## config.mk

```make
export PLATFORM = sky130hd
export DESIGN_NAME = int_alu
export DESIGN_NICKNAME = d
export VERILOG_FILES = /design/src/rtl/int_alu_pkg.sv /design/src/rtl/int_alu_adder.sv /design/src/rtl/int_alu_bitwise.sv /design/src/rtl/int_alu_compare.sv /design/src/rtl/int_alu.sv
export SDC_FILE = /design/constraint.sdc
export NUM_CORES = 1
export LEC_CHECK = 0
export ABC_CLOCK_PERIOD_IN_PS = 33200
export BUFFER_PORTS_ARGS = -buffer_cell sky130_fd_sc_hd__buf_2
export CORE_MARGIN = 1.5
export CORE_UTILIZATION = 40
export DETAILED_ROUTE_END_ITERATION = 8
export PLACE_DENSITY = 0.73
export SETUP_SLACK_MARGIN = 0.1
export SYNTH_ARGS = -nofsm -noshare
export SYNTH_HDL_FRONTEND = slang
export SYNTH_SLANG_ARGS = --single-unit
```

## constraint.sdc

```tcl
create_clock -name vclk -period 33.2
set_clock_uncertainty 0.15 [all_clocks]
set_input_delay 3.32 -clock vclk [all_inputs]
set_output_delay 3.32 -clock vclk [all_outputs]
set_load 0.005 [all_outputs]
```

## src/rtl/int_alu_pkg.sv

```systemverilog
package int_alu_pkg;

    localparam int unsigned DATA_W = 32;
    localparam int unsigned MODE_W = 4;

    typedef enum logic [MODE_W-1:0] {
        OP_ADD  = 4'b0000,
        OP_ADDU = 4'b0001,
        OP_SUB  = 4'b0010,
        OP_SUBU = 4'b0011,
        OP_AND  = 4'b0100,
        OP_OR   = 4'b0101,
        OP_XOR  = 4'b0110,
        OP_NOR  = 4'b0111,
        OP_SLT  = 4'b1010,
        OP_SLTU = 4'b1011
    } alu_op_e;

    typedef enum logic [1:0] {
        BW_AND = 2'b00,
        BW_OR  = 2'b01,
        BW_XOR = 2'b10,
        BW_NOR = 2'b11
    } bitwise_sel_e;

endpackage

```

## src/rtl/int_alu_adder.sv

```systemverilog
module int_alu_adder #(
    parameter int unsigned W = 32
) (
    input  logic [W-1:0] a,
    input  logic [W-1:0] b_eff,
    input  logic         cin,
    output logic [W-1:0] sum,
    output logic         cout,
    output logic         c_msb_in
);
    logic [W:0] c_chain;

    assign c_chain[0] = cin;

    generate
        for (genvar i = 0; i < W; i++) begin : g_bit
            logic prop;
            logic gen;
            assign prop         = a[i] ^ b_eff[i];
            assign gen          = a[i] & b_eff[i];
            assign sum[i]       = prop ^ c_chain[i];
            assign c_chain[i+1] = gen | (prop & c_chain[i]);
        end
    endgenerate

    assign cout     = c_chain[W];
    assign c_msb_in = c_chain[W-1];

    always_comb begin
        AST_ADDER_SUM: assert ({cout, sum} == ({1'b0, a} + {1'b0, b_eff} + {{W{1'b0}}, cin}));
    end

endmodule

```

## src/rtl/int_alu_bitwise.sv

```systemverilog
module int_alu_bitwise
    import int_alu_pkg::*;
#(
    parameter int unsigned W = 32
) (
    input  logic [W-1:0]  a,
    input  logic [W-1:0]  b,
    input  bitwise_sel_e  sel,
    output logic [W-1:0]  y
);
    always_comb begin
        unique case (sel)
            BW_AND:  y = a & b;
            BW_OR:   y = a | b;
            BW_XOR:  y = a ^ b;
            default: y = ~(a | b);
        endcase
    end

    always_comb begin
        if (sel == BW_NOR) begin
            AST_NOR_DISJOINT: assert ((y & (a | b)) == '0);
        end
    end

endmodule

```

## src/rtl/int_alu_compare.sv

```systemverilog
module int_alu_compare #(
    parameter int unsigned W = 32
) (
    input  logic [W-1:0] a,
    input  logic [W-1:0] b,
    input  logic         diff_sign,
    input  logic         ovf_raw,
    input  logic         cout,
    input  logic         active,
    output logic         lt_s,
    output logic         lt_u
);
    assign lt_s = diff_sign ^ ovf_raw;
    assign lt_u = ~cout;

    always_comb begin
        if (active) begin
            AST_SIGNED_ORDER:   assert (lt_s == ($signed(a) < $signed(b)));
            AST_UNSIGNED_ORDER: assert (lt_u == (a < b));
        end
    end

endmodule

```

## src/rtl/int_alu.sv

```systemverilog
module int_alu
    import int_alu_pkg::*;
#(
    parameter int unsigned W = DATA_W
) (
    input  logic [W-1:0]      a,
    input  logic [W-1:0]      b,
    input  logic [MODE_W-1:0] mode,
    output logic [W-1:0]      result,
    output logic              carry,
    output logic              overflow
);
    typedef struct packed {
        logic [W-1:0] value;
        logic         carry;
        logic         ovf;
    } alu_out_t;

    alu_op_e      op;
    logic         use_sub;
    logic         is_cmp;
    logic [W-1:0] b_eff;
    logic [W-1:0] sum;
    logic         cout;
    logic         c_msb_in;
    logic         ovf_raw;
    logic [W-1:0] bw_y;
    logic         lt_s;
    logic         lt_u;
    alu_out_t     res_d;

    assign op      = alu_op_e'(mode);
    assign is_cmp  = (op == OP_SLT) || (op == OP_SLTU);
    assign use_sub = (op == OP_SUB) || (op == OP_SUBU) || is_cmp;
    assign b_eff   = use_sub ? ~b : b;
    assign ovf_raw = cout ^ c_msb_in;

    int_alu_adder #(.W(W)) u_adder (
        .a        (a),
        .b_eff    (b_eff),
        .cin      (use_sub),
        .sum      (sum),
        .cout     (cout),
        .c_msb_in (c_msb_in)
    );

    int_alu_bitwise #(.W(W)) u_bitwise (
        .a   (a),
        .b   (b),
        .sel (bitwise_sel_e'(mode[1:0])),
        .y   (bw_y)
    );

    int_alu_compare #(.W(W)) u_compare (
        .a         (a),
        .b         (b),
        .diff_sign (sum[W-1]),
        .ovf_raw   (ovf_raw),
        .cout      (cout),
        .active    (is_cmp),
        .lt_s      (lt_s),
        .lt_u      (lt_u)
    );

    always_comb begin
        res_d = '0;
        case (op)
            OP_ADD, OP_SUB: begin
                res_d.value = sum;
                res_d.carry = cout;
                res_d.ovf   = ovf_raw;
            end
            OP_ADDU, OP_SUBU: begin
                res_d.value = sum;
                res_d.carry = cout;
            end
            OP_AND, OP_OR, OP_XOR, OP_NOR: begin
                res_d.value = bw_y;
            end
            OP_SLT: begin
                res_d.value = {{(W-1){1'b0}}, lt_s};
            end
            OP_SLTU: begin
                res_d.value = {{(W-1){1'b0}}, lt_u};
            end
            default: res_d = '0;
        endcase
    end

    assign result   = res_d.value;
    assign carry    = res_d.carry;
    assign overflow = res_d.ovf;

    always_comb begin
        if (op == OP_ADD && overflow) begin
            AST_ADD_OVF_SIGNS: assert ((a[W-1] == b[W-1]) && (result[W-1] != a[W-1]));
        end
        if (op == OP_SUB && overflow) begin
            AST_SUB_OVF_SIGNS: assert ((a[W-1] != b[W-1]) && (result[W-1] != a[W-1]));
        end
        if (op == OP_ADDU || op == OP_SUBU) begin
            AST_NO_UNSIGNED_OVF: assert (!overflow);
        end
        if (mode[3:2] == 2'b01) begin
            AST_LOGIC_FLAGS_LOW: assert (!carry && !overflow);
        end
        if (is_cmp) begin
            AST_CMP_UPPER_ZERO: assert ((result[W-1:1] == '0) && !carry && !overflow);
        end
        if (mode[3] && !is_cmp) begin
            AST_UNDEF_CODE_ZERO: assert ((result == '0) && !carry && !overflow);
        end
    end

endmodule

```

# [Word level (Yosys, flattened, before mapping)]
# Index checks and enable logic that the tools add are counted.
[word_totals] out_inout_bits=34 inputBits=68 word_cells=192 regBits=0
[classes] n_mux=5 reduce_logical=8 bitwise_logic=168 n_eq_ne=11
[op_table] operator="32-bit one-hot mux with 4 select lines" n=1
[op_table] operator="32-bit one-hot mux with 3 select lines" n=1
[op_table] operator="1-bit XOR" n=66
[op_table] operator="1-bit AND" n=64
[op_table] operator="32-bit inverter" n=2
[op_table] operator="32-bit AND" n=1
[op_table] operator="32-bit 2-to-1 mux" n=1
[op_table] operator="1-bit bitwise OR" n=32
[op_table] operator="32-bit bitwise OR" n=1
[op_table] operator="32-bit XOR" n=1
[op_table] operator="4-bit by 3-bit equality test with 1-bit output, second input constant" n=4
[op_table] operator="4-bit by 2-bit equality test with 1-bit output, second input constant" n=2
[op_table] operator="4-bit equality test, second input constant" n=2
[op_table] operator="4-bit OR reduction" n=2
[op_table] operator="4-bit by 1-bit equality test with 1-bit output, second input constant" n=1
[op_table] operator="4-bit logical NOT" n=1
[op_table] operator="1-bit logical OR" n=3
[op_table] operator="2-bit by 1-bit equality test with 1-bit output, second input constant" n=1
[op_table] operator="2-bit equality test, second input constant" n=1
[op_table] operator="2-bit logical NOT" n=1
[op_table] operator="1-bit 2-to-1 mux" n=2
[op_table] operator="2-bit OR reduction" n=1
[op_table] operator="1-bit inverter" n=1

# [Logic depth before layout (Yosys ltp)]
# Gate-level depths: netlist of run 1.
[depth] word_depth=72 depth_mapped=40 mapped_depth_nobuf=38

# [Modules after synthesis]
# From an unflattened synthesis of run 1, not the netlist that was laid out.
[hier_totals] cells_unflattened=466 hier_area_um2=3814.9
[by_module_without_submodules] mod="int_alu_bitwise" area_per_inst_um2=2242.2 instances=1 seq_area_each_um2=0.0 cells_each=306
[by_module_without_submodules] mod="int_alu" area_per_inst_um2=882.1 instances=1 seq_area_each_um2=0.0 cells_each=116
[by_module_without_submodules] mod="int_alu_adder" area_per_inst_um2=678.2 instances=1 seq_area_each_um2=0.0 cells_each=42
[by_module_without_submodules] mod="int_alu_compare" area_per_inst_um2=12.5 instances=1 seq_area_each_um2=0.0 cells_each=2

# [Worst setup path after synthesis of run 1]
# OpenSTA, ideal clock, no wires.
[synth_path] path_type="input -> output" from="input port mode[2]" to="output port result[0]" path_buffers=2 setup_slack_ns=12.670 t_arrival_ns=17.060 required_time_ns=29.730 path_stages=40 cell_sequence="nand2b_1 buf_2 buf_6 xnor2_1 fa_1 inv_1 fa_1 inv_1 fa_1 fa_1 fa_1 fa_1 fa_1 fa_1 fa_1 fa_1 fa_1 fa_1 [... 4 more ...] fa_1 fa_1 fa_1 fa_1 fa_1 fa_1 fa_1 fa_1 fa_1 fa_1 fa_1 fa_1 fa_1 fa_1 fa_1 nor2_1 a21oi_1 o311ai_1"
[synth_via] elab_chain_len=72 word_cells_on_any_way=150 cone_classes="9 x eq/ne; 2 x mux; 133 x bitwise; 6 x reduce/logical"
[synth_lines] element="start, declared" line_no="int_alu.sv:8" rtl="input logic [MODE_W-1:0] mode,"
[synth_lines] element="4-bit by 2-bit equality test with 1-bit output or 4-bit equality test (tied branches)" line_no="int_alu.sv:34, int_alu.sv:67, int_alu.sv:33"
[synth_lines] element="1-bit logical OR, on equally long branches" line_no="int_alu.sv:34, int_alu.sv:33"
[synth_lines] element="1-bit logical OR" line_no="int_alu.sv:34" rtl="assign use_sub = (op == OP_SUB) || (op == OP_SUBU) || is_cmp;"
[synth_lines] element="32-bit 2-to-1 mux" line_no="int_alu.sv:35" rtl="assign b_eff = use_sub ? ~b : b;"
[synth_lines] element="1-bit XOR" line_no="int_alu_adder.sv:19" rtl="assign prop = a[i] ^ b_eff[i];"
[synth_lines] element="1-bit AND" line_no="int_alu_adder.sv:22" rtl="assign c_chain[i+1] = gen | (prop & c_chain[i]);"
[synth_lines] element="1-bit bitwise OR" line_no="int_alu_adder.sv:22"
[synth_lines] element="1-bit AND" line_no="int_alu_adder.sv:22"
[synth_lines] element="[... 56 more ...]"
[synth_lines] element="1-bit bitwise OR" line_no="int_alu_adder.sv:22"
[synth_lines] element="1-bit AND" line_no="int_alu_adder.sv:22"
[synth_lines] element="1-bit bitwise OR" line_no="int_alu_adder.sv:22"
[synth_lines] element="1-bit AND" line_no="int_alu_adder.sv:22"
[synth_lines] element="1-bit bitwise OR" line_no="int_alu_adder.sv:22"
[synth_lines] element="1-bit XOR" line_no="int_alu.sv:36" rtl="assign ovf_raw = cout ^ c_msb_in;"
[synth_lines] element="1-bit XOR" line_no="int_alu_compare.sv:13" rtl="assign lt_s = diff_sign ^ ovf_raw;"
[synth_lines] element="32-bit one-hot mux with 4 select lines (*)" line_no="int_alu.sv:67" rtl="case (op)"
[synth_lines] element="end, declared" line_no="int_alu.sv:9" rtl="output logic [W-1:0] result,"
# Every way passes the cells marked *; elsewhere a longest branch is shown, timed or not.

# [Worst setup path after layout of run 1]
[layout_path] from="input port mode[1]" to="output port result[0]"
# The elaborated chain is that of the path after synthesis.

==> metrics.txt, run 1 <==
run status=complete, no violations; Post-Synthesis Cells=approximately 360; Critical Path Slowest Stage Cell=fa_1; Congestion Overflow GR=0; first-pass GRT wire length=approximately 13 mm; Ant. Diodes=0; crit path kind=in2out; Hold Crit Start=mode[0]; multi-input logic area=slightly below 3000 µm²; DRC=0; post-layout util=a little under half; Buffers on Ports=102; Setup TNS Final=0 ns; WL final=between 7 and 8 mm; WHS Endpoint=overflow; initial antenna violation count=0; endpoint class of the critical path=output pin; syn_nets=roughly 520; Post-DP HPWL=roughly 6.5 mm; Unique masters post-synth=26; fin. max-slew vios=0; FFs & Latches=0; final worst-path cycle share=~66%; number of global-route vias before repair=~2.7k; Nets=607; final setup fails=0; RD Place Congestion=0.818; First DRT Iteration DRCs=66; setup repair bufs after CTS=0; Mapped Area=3370 µm²; Leak=between 1.5 and 2 nW; via count=between 2k and 3k; Vias/cell=~5.0; Worst-Margin Slew=about 1.1 ns; P&R area growth vs syn=14.6%; DR WL/cell=14.4 µm; row cnt=33; Resized cells post-CTS=0; most frequent cells in the layout=buf_2, inv_1, ha_1; io pins=roughly 100; Hold-fix buffers, CTS=0; Rel. slew slack=between 20 and 25%; chip width=roughly 95 µm; FF+latch area=0 µm²; layout cell share with drive strength beyond 1=between 30% and 40%; CP max FO=65; fmax=between 40 and 50 MHz; Die ar.=around 9000 µm²; largest net degree at the start of global routing=66; Most Frequent Cell on Critical Path=fa_1; Power Density=~17 nW/µm²; WP data arrival=18.54 ns; Crit path largest cell delay=between 0.4 and 0.5 ns; RSZ-0062 raised after global routing=no; Fin. Hold Viols=0; YS warnings=0; Required @ worst endpoint=between 20 and 30 ns; Fillers=a little over 800; first-pass detailed-route iteration total=4; die height=approximately 95 µm; worst hold path class=in2out; Initial Util=about 40%; WHS Path Cells=3; VDD IR max=just over 0.008 mV; # clk buffers=0; sequential share of the synthesized area=0%; maxcap violations=0; total core area=8180 µm²; critical path launch point type=input pin; Post-Syn Area per Cell=approximately 9.4 µm²; Total Routing Usage GR=approximately 18%; min cycle time layout=about 22 ns; most common cell after layout, fill and taps aside=buf_2; Post-DRT Antenna Nets=0
cell families after synthesis:
group	after synthesis	synth area share, %
AO/OA/AOI/OAI	66	16.7
XOR/XNOR	64	16.6
adder cells (fa/ha/maj)	96	42.8
buffers and inverters	90	13.0
multiplexers	31	9.21
AND/OR/NAND/NOR	11	1.71
metal layers:
layer  track usage (%)  wire, µm
met1              21.4      3240
met2              33.5      4100
met3              1.05       333
met4              3.73       163
met5                 0         0
worst max-delay path, delay by kind of cell:
family / cells / cell delay, ns
compound gates: 3 / 0.52
fa+ha+maj: 31 / 13.09
buf+inv: 5 / 1.17
simple gates: 2 / 0.33
power breakdown:
part	switching, mW	total (mW)	internal, mW
sequential	0	0	0
clock	0	0	0
combinational	0.0339	0.0654	0.0316
synthesized netlist by cell type:
| cell | n | area share, % |
|---|---|---|
| inv_1 | 68 | 7.6 |
| ha_1 | 64 | 24 |
| xnor2_1 | 63 | 16 |
| fa_1 | 32 | 19 |
| mux2i_1 | 31 | 9.2 |
| o21ai_1 | 31 | 4.6 |
| a22oi_2 | 29 | 11 |
| buf_6 | 11 | 3.7 |
| buf_2 | 4 | 0.59 |
| buf_4 | 3 | 0.67 |
| clkbuf_1 | 3 | 0.33 |
| nor2_1 | 3 | 0.33 |
| nand2_1 | 2 | 0.22 |
| nand3b_1 | 2 | 0.45 |
| a21oi_1 | 1 | 0.15 |
| a22oi_1 | 1 | 0.22 |
| a32oi_1 | 1 | 0.26 |
| and3_1 | 1 | 0.19 |
| inv_2 | 1 | 0.11 |
| nand2b_1 | 1 | 0.19 |
| nor3_1 | 1 | 0.15 |
| o21ai_0 | 1 | 0.15 |
| o221ai_1 | 1 | 0.26 |
| o311ai_1 | 1 | 0.26 |
| or2_1 | 1 | 0.19 |
| xor2_1 | 1 | 0.26 |
worst max-delay path by stage:
| stage | endpoint | slack (ns) | start | depth (start not counted) |
|---|---|---|---|---|
| CTS | result[0] | 11.12 | mode[1] | 41 |
| detailed placement | result[0] | 11.13 | mode[1] | 41 |
| finish | result[0] | 11.19 | mode[1] | 41 |
| global placement | result[0] | 11.48 | mode[1] | 41 |
| floorplan | result[0] | 12.67 | mode[2] | 40 |
| global route | result[0] | 10.66 | mode[1] | 41 |
layout make-up:
type,count,area share [%]
tap,105,3.40
multi-input combinational,268,76.2
inverter,69,6.71
timing repair buffer,104,13.7
through the flow:
step	std cells	total power, mW	setup slack, ns	instance area [µm²]	hold WS [ns]
5_1_grt	546	0.0733	10.66	3860	6.86
6_report	546	0.0654	11.19	3860	6.82
3_3_place_gp	546	0.0638	11.48	3860	6.81
4_1_cts	546	0.0668	11.12	3860	6.83
2_1_floorplan	358	0.0453	12.67	3370	6.53
3_5_place_dp	546	0.0664	11.13	3860	6.82
Power figures use the tool's default switching activity.
==> run 2, diff against run 1 <==
--- a/config.mk
+++ b/config.mk
@@ -5,12 +5,13 @@
 export SDC_FILE = /design/constraint.sdc
 export NUM_CORES = 1
 export LEC_CHECK = 0
-export ABC_CLOCK_PERIOD_IN_PS = 33200
+export ABC_AREA = 1
+export ABC_CLOCK_PERIOD_IN_PS = 21000
 export BUFFER_PORTS_ARGS = -buffer_cell sky130_fd_sc_hd__buf_2
 export CORE_MARGIN = 1.5
 export CORE_UTILIZATION = 40
 export DETAILED_ROUTE_END_ITERATION = 8
-export PLACE_DENSITY = 0.73
+export PLACE_DENSITY = 0.72
 export SETUP_SLACK_MARGIN = 0.1
 export SYNTH_ARGS = -nofsm -noshare
 export SYNTH_HDL_FRONTEND = slang
==> constraint.sdc (replaced) <==
create_clock -name vclk -period 21
set_clock_uncertainty 0.15 [all_clocks]
set_input_delay 2.1 -clock vclk [all_inputs]
set_output_delay 2.1 -clock vclk [all_outputs]
set_load 0.005 [all_outputs]
==> metrics.txt, run 2 <==
P&R area growth vs syn=15.2%; Die ar.=slightly above 9000 µm²; Logic pwr share=100.0%; most frequent cells in the layout=nand2_1, inv_1, buf_2; Initial Util=41.6%; WP data arrival=around 17 ns; Resized cells post-CTS=0; post-layout util=a little under half; WHS Path Cells=5; Vias/cell=just over 5; NetSw=53.5 µW; largest area contributor in the netlist=ha_1; clock power share=0%; number of global-route vias before repair=3600; Fin. Hold Viols=0; die height=95.9 µm; initial antenna violation count=0; min cycle time layout=slightly below 20 ns; Ant. Diodes=0; Congestion Overflow GR=0; fin. max-slew vios=0; switch share=58.9%; Hold-fix buffers, CTS=0; first-pass detailed-route iteration total=5; crit path kind=in2out; largest net degree at the start of global routing=59; Power Density=approximately 23 nW/µm²; FF+latch area=0 µm²; io pins=slightly above 100; WL final=9.83 mm; Post-Syn Area per Cell=6.49 µm²; final setup fails=0; Nets=775; fmax=approximately 52 MHz; CP max FO=just under 60; row cnt=33; Total Routing Usage GR=approximately 22%; final worst-path cycle share=roughly 90%; VDD IR max=roughly 0.016 mV; setup repair bufs after CTS=0; Mapped Area=between 3000 and 4000 µm²; sequential share of the synthesized area=0%; Crit. Startpoint=mode[1]; Unique masters post-synth=19; top-count cell post-synth=nand2_1; Leak=2.35 nW; Setup TNS Final=0 ns; # clk buffers=0; first-pass GRT wire length=15.8 mm; P_int=37.3 µW; DRC=0; run status=complete, no violations; top cell type's share of synthesized area=~23%; total core area=between 8000 and 9000 µm²; RSZ-0062 raised after global routing=no; most common cell after layout, fill and taps aside=nand2_1; FFs & Latches=0; Most Frequent Cell on Critical Path=fa_1; Rel. slew slack=about a fifth; RD Place Congestion=~0.9; First DRT Iteration DRCs=roughly 150; Setup WS post-layout=~1.7 ns; syn_nets=696; Crit path largest cell delay=between 0.5 and 0.6 ns; DR WL/cell=13.8 µm; Post-DP HPWL=7.57 mm; Setup WS pre-CTS=1.63 ns; via count=between 3k and 4k; YS warnings=0; Flop pwr share=0%; synth cell count leaders=nand2_1, inv_1, nand3_1; endpoint class of the critical path=output pin; Critical Path Slowest Stage Cell=fa_1; layout cell share with drive strength beyond 1=a little under a fifth; Post-Synthesis Cells=532; critical path launch point type=input pin; maxcap violations=0; Buffers on Ports=102; crit path capture=result[0]; Post-DRT Antenna Nets=0; Worst-Margin Slew=approximately 1.2 ns; synth top area cells=ha_1, fa_1, nand2_1; chip width=95.9 µm; worst hold path class=in2out; Required @ worst endpoint=~19 ns
run 2: stage by stage:
| stage | instance area [µm²] | hold WS [ns] | total power, mW | instances |
|---|---|---|---|---|
| after floorplan | 3450 | 4.18 | 0.0581 | 532 |
| after global placement | 3980 | 4.43 | 0.0875 | 714 |
| after detailed placement | 3980 | 4.44 | 0.0913 | 714 |
| after CTS | 3980 | 4.44 | 0.0918 | 714 |
| after global routing | 3980 | 4.46 | 0.104 | 714 |
| final | 3980 | 4.45 | 0.0909 | 714 |
run 2: layout make-up:
cell class,instances,area [µm²]
fill,865,4320
multi-input combinational,398,2910
timing repair buffer,106,541
inverter,105,394
tap,105,131
run 2: cells by family after synthesis:
group | Yosys count | synth area share, %
and+or+nand+nor | 205 | 25.0
buffers and inverters | 134 | 15.8
adders and majority gates | 96 | 41.7
AOI/OAI and AO/OA | 65 | 9.42
xor gates and xnor gates | 32 | 8.12
run 2: worst min-delay path by stage:
stage / endpoint / start
detailed placement: result[0] / mode[2]
global placement: result[0] / mode[2]
global route: result[0] / mode[2]
floorplan: result[0] / mode[2]
finish: result[0] / mode[2]
CTS: result[0] / mode[2]
run 2: power groups by stage:
stage	clock, mW	combinational (mW)	sequential (mW)
floorplan	0	0.0581	0
global placement	0	0.0875	0
detailed placement	0	0.0913	0
CTS	0	0.0918	0
global route	0	0.104	0
finish	0	0.0909	0
run 2: worst max-delay path: cells and delay by family:
family / cells / cell delay, ns
buffers and inverters: 5 / 0.80
adder cells (fa/ha/maj): 31 / 13.16
AND/OR/NAND/NOR: 5 / 0.71
XOR/XNOR: 1 / 0.23
run 2: layer usage:
layer	vias to the layer above	routed length (µm)	share of wire [%]	track usage [%]
li1	1783	-	-	-
met1	1697	4060	41	25.7
met3	12	510	5.2	0.395
met5	-	0	0	0
met2	126	5060	51	42.3
met4	0	197	2.0	4.78
